## config.mk

```make
export PLATFORM = sky130hd
export DESIGN_NAME = spi_reg_master
export DESIGN_NICKNAME = d
export VERILOG_FILES = /design/src/rtl/spi_reg_pkg.sv /design/src/rtl/spi_half_timer.sv /design/src/rtl/spi_byte_shifter.sv /design/src/rtl/spi_reg_master.sv
export SDC_FILE = /design/constraint.sdc
export NUM_CORES = 1
export LEC_CHECK = 0
export ABC_CLOCK_PERIOD_IN_PS = 5400
export BUFFER_PORTS_ARGS = -buffer_cell sky130_fd_sc_hd__buf_2
export CORE_MARGIN = 4
export CORE_UTILIZATION = 35
export DETAILED_ROUTE_END_ITERATION = 6
export GPL_ROUTABILITY_DRIVEN = 1
export PLACE_DENSITY = 0.61
export SYNTH_ARGS = -nofsm -noshare
export SYNTH_HDL_FRONTEND = slang
export SYNTH_HIERARCHICAL = 1
export SYNTH_SLANG_ARGS = --single-unit
export TNS_END_PERCENT = 1
```

## constraint.sdc

```tcl
create_clock -name clk_i -period 5.4 [get_ports clk_i]
set_input_delay 0.27 -clock clk_i [delete_from_list [all_inputs] [get_ports clk_i]]
set_output_delay 0.27 -clock clk_i [all_outputs]
set_load 0.05 [all_outputs]
```

## src/rtl/spi_reg_pkg.sv

```systemverilog
package spi_reg_pkg;
  typedef enum logic [2:0] {
    ST_IDLE,
    ST_ADDR,
    ST_FETCH,
    ST_WDATA,
    ST_RDATA,
    ST_RWAIT,
    ST_END
  } xfer_state_e;

  localparam int unsigned NUM_TGT = 2;
endpackage

```

## src/rtl/spi_half_timer.sv

```systemverilog
module spi_half_timer #(
  parameter int unsigned HALF_CLKS = 2
) (
  input  logic clk_i,
  input  logic rst_ni,
  input  logic en_i,
  output logic tick_o
);
  generate
    if (HALF_CLKS <= 1) begin : g_direct
      assign tick_o = en_i;
    end else begin : g_count
      localparam int unsigned CNT_W = $clog2(HALF_CLKS);
      localparam logic [CNT_W-1:0] CNT_LAST = CNT_W'(HALF_CLKS - 1);
      logic [CNT_W-1:0] cnt_q;

      always_ff @(posedge clk_i or negedge rst_ni) begin
        if (!rst_ni)                cnt_q <= '0;
        else if (!en_i)             cnt_q <= '0;
        else if (cnt_q == CNT_LAST) cnt_q <= '0;
        else                        cnt_q <= cnt_q + CNT_W'(1);
      end

      assign tick_o = en_i && (cnt_q == CNT_LAST);
    end
  endgenerate
endmodule

```

## src/rtl/spi_byte_shifter.sv

```systemverilog
module spi_byte_shifter #(
  parameter int unsigned DATA_W = 8
) (
  input  logic              clk_i,
  input  logic              rst_ni,
  input  logic              start_i,
  input  logic              phase_i,
  input  logic              tick_i,
  input  logic              miso_i,
  input  logic [DATA_W-1:0] tx_i,
  output logic              active_o,
  output logic              sck_o,
  output logic              mosi_o,
  output logic              done_o,
  output logic [DATA_W-1:0] rx_o
);
  localparam int unsigned HALVES = 2 * DATA_W;
  localparam int unsigned H_W    = $clog2(HALVES);
  localparam logic [H_W-1:0] H_LAST = H_W'(HALVES - 1);

  logic              active_q, done_q;
  logic [H_W-1:0]    half_q;
  logic [DATA_W-1:0] sh_q, rx_q;

  // even halves set up a bit, odd halves end with the sample
  always_ff @(posedge clk_i or negedge rst_ni) begin
    if (!rst_ni) begin
      active_q <= 1'b0;
      done_q   <= 1'b0;
      half_q   <= '0;
      sh_q     <= '0;
      rx_q     <= '0;
    end else begin
      done_q <= 1'b0;
      if (!active_q) begin
        if (start_i) begin
          active_q <= 1'b1;
          half_q   <= '0;
          sh_q     <= tx_i;
        end
      end else if (tick_i) begin
        if (half_q[0]) begin
          rx_q <= {rx_q[DATA_W-2:0], miso_i};
          sh_q <= {sh_q[DATA_W-2:0], 1'b0};
        end
        if (half_q == H_LAST) begin
          active_q <= 1'b0;
          done_q   <= 1'b1;
        end
        half_q <= half_q + H_W'(1);
      end
    end
  end

  assign active_o = active_q;
  assign done_o   = done_q;
  assign rx_o     = rx_q;
  assign sck_o    = active_q && (half_q[0] ^ phase_i);
  assign mosi_o   = active_q && sh_q[DATA_W-1];


  sck_half_chk: assert property (@(posedge clk_i) disable iff (!rst_ni)
    $past(active_q) && active_q && !$past(tick_i) |-> $stable(sck_o));


  msb_first_chk: assert property (@(posedge clk_i) disable iff (!rst_ni)
    start_i && !active_q |=> mosi_o == $past(tx_i[DATA_W-1]));
endmodule

```

## src/rtl/spi_reg_master.sv

```systemverilog
module spi_reg_master
  import spi_reg_pkg::*;
#(
  parameter int unsigned HALF_CLKS = 2,
  parameter int unsigned DATA_W    = 8,
  parameter int unsigned LEN_W     = 8
) (
  input  logic              clk_i,
  input  logic              rst_ni,
  input  logic              cmd_valid_i,
  output logic              cmd_ready_o,
  input  logic              cmd_write_i,
  input  logic [DATA_W-2:0] cmd_reg_i,
  input  logic [LEN_W-1:0]  cmd_len_i,
  input  logic              cmd_phase_i,
  input  logic              cmd_target_i,
  input  logic              wr_valid_i,
  output logic              wr_ready_o,
  input  logic [DATA_W-1:0] wr_data_i,
  output logic              rd_valid_o,
  input  logic              rd_ready_i,
  output logic [DATA_W-1:0] rd_data_o,
  output logic [DATA_W-1:0] status_o,
  output logic              busy_o,
  output logic              sck_o,
  output logic              mosi_o,
  input  logic              miso_i,
  output logic [1:0]        cs_n_o
);
  xfer_state_e         state_q;
  logic                phase_q, write_q, go_q, rd_valid_q;
  logic [LEN_W-1:0]    cnt_q;
  logic [DATA_W-1:0]   tx_q, rd_data_q, status_q;
  logic [NUM_TGT-1:0]  cs_n_q;
  logic                tick, sh_active, sh_done;
  logic [DATA_W-1:0]   sh_rx;
  logic                cnt_zero;

  assign cnt_zero = (cnt_q == '0);

  spi_half_timer #(.HALF_CLKS(HALF_CLKS)) u_timer (
    .clk_i  (clk_i),
    .rst_ni (rst_ni),
    .en_i   (sh_active),
    .tick_o (tick)
  );

  spi_byte_shifter #(.DATA_W(DATA_W)) u_shift (
    .clk_i    (clk_i),
    .rst_ni   (rst_ni),
    .start_i  (go_q),
    .phase_i  (phase_q),
    .tick_i   (tick),
    .miso_i   (miso_i),
    .tx_i     (tx_q),
    .active_o (sh_active),
    .sck_o    (sck_o),
    .mosi_o   (mosi_o),
    .done_o   (sh_done),
    .rx_o     (sh_rx)
  );

  always_ff @(posedge clk_i or negedge rst_ni) begin
    if (!rst_ni) begin
      state_q    <= ST_IDLE;
      phase_q    <= 1'b0;
      write_q    <= 1'b0;
      go_q       <= 1'b0;
      rd_valid_q <= 1'b0;
      cnt_q      <= '0;
      tx_q       <= '0;
      rd_data_q  <= '0;
      status_q   <= '0;
      cs_n_q     <= '1;
    end else begin
      go_q <= 1'b0;
      unique case (state_q)
        ST_IDLE: if (cmd_valid_i) begin
          phase_q <= cmd_phase_i;
          write_q <= cmd_write_i;
          cnt_q   <= cmd_len_i;
          tx_q    <= {cmd_write_i, cmd_reg_i};
          go_q    <= 1'b1;
          cs_n_q  <= ~(NUM_TGT'(1) << cmd_target_i);
          state_q <= ST_ADDR;
        end
        ST_ADDR: if (sh_done) begin
          status_q <= sh_rx;
          if (cnt_zero)     state_q <= ST_END;
          else if (write_q) state_q <= ST_FETCH;
          else begin
            tx_q    <= '0;
            go_q    <= 1'b1;
            state_q <= ST_RDATA;
          end
        end
        ST_FETCH: if (wr_valid_i) begin
          tx_q    <= wr_data_i;
          go_q    <= 1'b1;
          cnt_q   <= cnt_q - LEN_W'(1);
          state_q <= ST_WDATA;
        end
        ST_WDATA: if (sh_done) state_q <= cnt_zero ? ST_END : ST_FETCH;
        ST_RDATA: if (sh_done) begin
          rd_data_q  <= sh_rx;
          rd_valid_q <= 1'b1;
          cnt_q      <= cnt_q - LEN_W'(1);
          state_q    <= ST_RWAIT;
        end
        ST_RWAIT: if (rd_ready_i) begin
          rd_valid_q <= 1'b0;
          if (cnt_zero) state_q <= ST_END;
          else begin
            tx_q    <= '0;
            go_q    <= 1'b1;
            state_q <= ST_RDATA;
          end
        end
        ST_END: begin
          cs_n_q  <= '1;
          state_q <= ST_IDLE;
        end
        default: state_q <= ST_IDLE;
      endcase
    end
  end

  assign busy_o      = (state_q != ST_IDLE);
  assign cmd_ready_o = !busy_o;
  assign wr_ready_o  = (state_q == ST_FETCH);
  assign rd_valid_o  = rd_valid_q;
  assign rd_data_o   = rd_data_q;
  assign status_o    = status_q;
  assign cs_n_o      = cs_n_q;


  cs_onehot_chk: assert property (@(posedge clk_i) disable iff (!rst_ni)
    $onehot0(~cs_n_o));


  busy_cs_chk: assert property (@(posedge clk_i) disable iff (!rst_ni)
    busy_o == (cs_n_o != '1));


  sel_hold_chk: assert property (@(posedge clk_i) disable iff (!rst_ni)
    busy_o && $past(busy_o) |-> $stable(cs_n_o));


  idle_line_chk: assert property (@(posedge clk_i) disable iff (!rst_ni)
    !busy_o |-> !sck_o && !mosi_o);


  rd_mosi_zero_chk: assert property (@(posedge clk_i) disable iff (!rst_ni)
    state_q == ST_RDATA |-> !mosi_o);


  rd_hold_chk: assert property (@(posedge clk_i) disable iff (!rst_ni)
    rd_valid_o && !rd_ready_i |=> rd_valid_o && $stable(rd_data_o) && !sh_active);
endmodule

```

==> metrics <==
Mapped Cells=258; Placement Setup Slack=3.14 ns; Syn-to-layout area delta=19.5%; min Tclk post-route=2.31 ns; met2 wire length=3080 um; DIE HEIGHT=102 um; crit-path max FO=23; Hold WS=0.178 ns; antenna-violating nets left=0; DRC violation count after routing=0; fin. max-slew vios=0; post-CTS resize count=0; MaxCap Viol Count=0; M1 WL=3190 um; Yosys reg bits=64; Synth Cell Area=3110 um^2; Starting Density=35.9%; Total GRT Usage=13.5%; first-pass GRT wire length=11,100 um; Crit. End Element=primary output; Crit Path Class=register to primary output; die width=102 um; Port Buffers=55; yosys warns=6; Longest Clk Path Bufs=2; Critical Path RT=5.13 ns; Final Skew=0.00748 ns; Overflow after GRT=0; total CTS buffers=9; LEAKAGE=1.77 nW; Finish-stage setup viols=0; share of the yosys chip area belonging to registers=51.5%; gpl congestion=0.797; setup ws final=3.09 ns; final hold violations=0; # diodes=0; unique cell type count in the Yosys netlist=48; period utilization=42.8%; WP data arrival=2.04 ns; TNS Setup=0 ns; Initial DRC Count=94; outcome=finished clean; clk_lat worst skew=0.33 ns; prevailing post-synth register cell=dfrtp_1; ys async rst share=100%; HP Class=input port to register; vias=2,197; power per cell area=586 nW/um^2; largest net degree at the start of global routing=36; clk sink count=64; WL final=6760 um; # IOs=56; Rows=34; Post CTS Setup Buffer Count=0; htree depth=3; post-detail-place hpwl=4830 um; initial antenna violation count=0; Clock Pin Slew Worst Setup and Hold Paths=0.07 ns; Final Net Count=349; Avg WL per Cell=15.8 um; drt first pass iters=4; Avg Cell Area, Syn=12.1 um^2; RSZ-0062 raised after global routing=no; DR WL met3=449 um; Mapped Nets=292; core area=8680 um^2; Highest Signal Layer=met4; CTS tree=done; layout cells sized above 1=42.6%; Peak VDD IR=0.190 mV; vias per cell=5.15; number of global-route vias before repair=2,288; EDFF count, synth=0; Slew headroom=51.5%; DIE AREA=10,500 um^2; worst slew pin tran=0.727 ns; CTS root buffer=clkbuf_8; Max Clock Freq=433 MHz; Setup crit start kind=register
[synthesized netlist by cell type, types with 2 or more instances]
| cell | count | area (um^2) |
|---|---|---|
| a21o_1 | 2 | 15.0 |
| a21oi_1 | 7 | 35.0 |
| a22o_1 | 2 | 17.5 |
| a22oi_1 | 10 | 75.1 |
| a2bb2oi_1 | 2 | 17.5 |
| a31oi_1 | 2 | 12.5 |
| a32oi_1 | 2 | 17.5 |
| and2_1 | 3 | 18.8 |
| buf_2 | 4 | 20.0 |
| buf_6 | 3 | 33.8 |
| clkbuf_1 | 3 | 11.3 |
| dfrtp_1 | 62 | 1550 |
| dfstp_2 | 2 | 52.6 |
| ha_1 | 2 | 25.0 |
| inv_1 | 9 | 33.8 |
| mux2_2 | 48 | 541 |
| mux2_4 | 2 | 30.0 |
| mux2i_1 | 3 | 30.0 |
| nand2_1 | 14 | 52.6 |
| nand2b_1 | 2 | 12.5 |
| nand3_1 | 3 | 15.0 |
| nor2_1 | 11 | 41.3 |
| nor2b_1 | 3 | 18.8 |
| nor3_1 | 7 | 35.0 |
| nor3b_1 | 2 | 15.0 |
| o211ai_1 | 2 | 15.0 |
| o21ai_0 | 6 | 30.0 |
| o22a_1 | 2 | 17.5 |
| o22ai_1 | 2 | 12.5 |
| o2bb2ai_1 | 14 | 123 |
| o31ai_1 | 2 | 15.0 |
| or4_4 | 2 | 22.5 |
| xnor2_1 | 2 | 17.5 |
| xor2_1 | 2 | 17.5 |
[registers in the layout, summed over array words and instances, names as in the netlist, 2 cells and up]
name,count
tx_q,8
u_shift/sh_q,8
u_shift/half_q,4
rd_data_o,8
status_o,8
cs_n_o,2
u_shift/rx_o,8
state_q,3
cnt_q,8
[cells by family (layout without fill, tap and decap cells)]
group,after synthesis,count (layout),share of synthesized area [%]
buffers and inverters,21,82,3.54
muxes,53,53,19.3
and+or+nand+nor,57,57,10.1
xor gates and xnor gates,4,4,1.13
adders and majority gates,2,2,0.804
DFF,64,64,51.5
AOI/OAI and AO/OA,57,57,13.6
[power breakdown]
part | leakage, nW | switching [W] | internal (W)
registers | 0.813 | 0.000180 | 0.000662
logic | 0.838 | 0.000470 | 0.000365
clock network | 0.115 | 0.000185 | 0.000317
[worst max-delay path, cell delays in order, from the launching register on]
cell and delay, ns:
dfrtp_1 0.64, nor2_1 0.54, nand2_1 0.15, inv_1 0.10, buf_2 0.26
[through the flow]
step           cells  area (um^2)  utilization, %  power, W
6_report         427         3720            42.9   0.00218
5_1_grt          427         3720            42.9   0.00232
4_1_cts          427         3720            42.9   0.00220
3_5_place_dp     411         3470            40.0   0.00169
3_3_place_gp     411         3470            40.0   0.00167
2_1_floorplan    258         3110               -   0.00151
[layout by cell type (no fill, tap or decap), types with 6 or more instances in the layout]
cell type and count:
dfrtp_1 62, buf_2 55, mux2_2 48, nand2_1 14, o2bb2ai_1 14, nor2_1 11
a22oi_1 10, clkbuf_8 10, inv_1 9, nor3_1 7, a21oi_1 7, o21ai_0 6
[path summary, 6_finish.rpt]
| kind | cells past startpoint | end | startpoint | slack [ns] |
|---|---|---|---|---|
| max | 4 | cmd_ready_o | state_q[0]$_DFFE_PN0P_ | 3.09 |
| min | 2 | phase_q$_DFFE_PN0P_ | cmd_phase_i | 0.18 |
| max reg2reg | 4 | status_o[3]$_DFFE_PN0P_ | state_q[1]$_DFFE_PN0P_ | 3.18 |
| min reg2reg | 1 | u_shift/half_q[3]$_DFFE_PN0P_ | u_shift/half_q[3]$_DFFE_PN0P_ | 0.50 |
| max in group asynchronous | 3 | cs_n_o[1]$_DFFE_PN1P_ | rst_ni | 3.94 |
| min in group asynchronous | 2 | u_shift/sh_q[7]$_DFFE_PN0P_ | rst_ni | 0.52 |
[per-layer routing]
| metal | global-route usage [%] | up-vias |
|---|---|---|
| li1 | - | 1064 |
| met4 | 4.84 | 0 |
| met1 | 18.2 | 1082 |
| met2 | 21.1 | 45 |
| met5 | 0 | - |
| met3 | 3.55 | 6 |
[cell type report]
cell class / count / area, um^2
fillers: 857 / 4960
well taps: 108 / 135
clock buffers: 10 / 138
inverters: 9 / 33.8
flip-flops and latches: 64 / 1600
clock inverters: 5 / 105
repair buffers: 58 / 300
multi-input cells: 173 / 1400
[what timing repair did]
item / 4_1_cts / 5_1_grt
hold endpoints to repair: 25 / 0
setup endpoints to repair: 0 / 0
hold buffers: 1 / 0
Power figures use the tool's default switching activity.
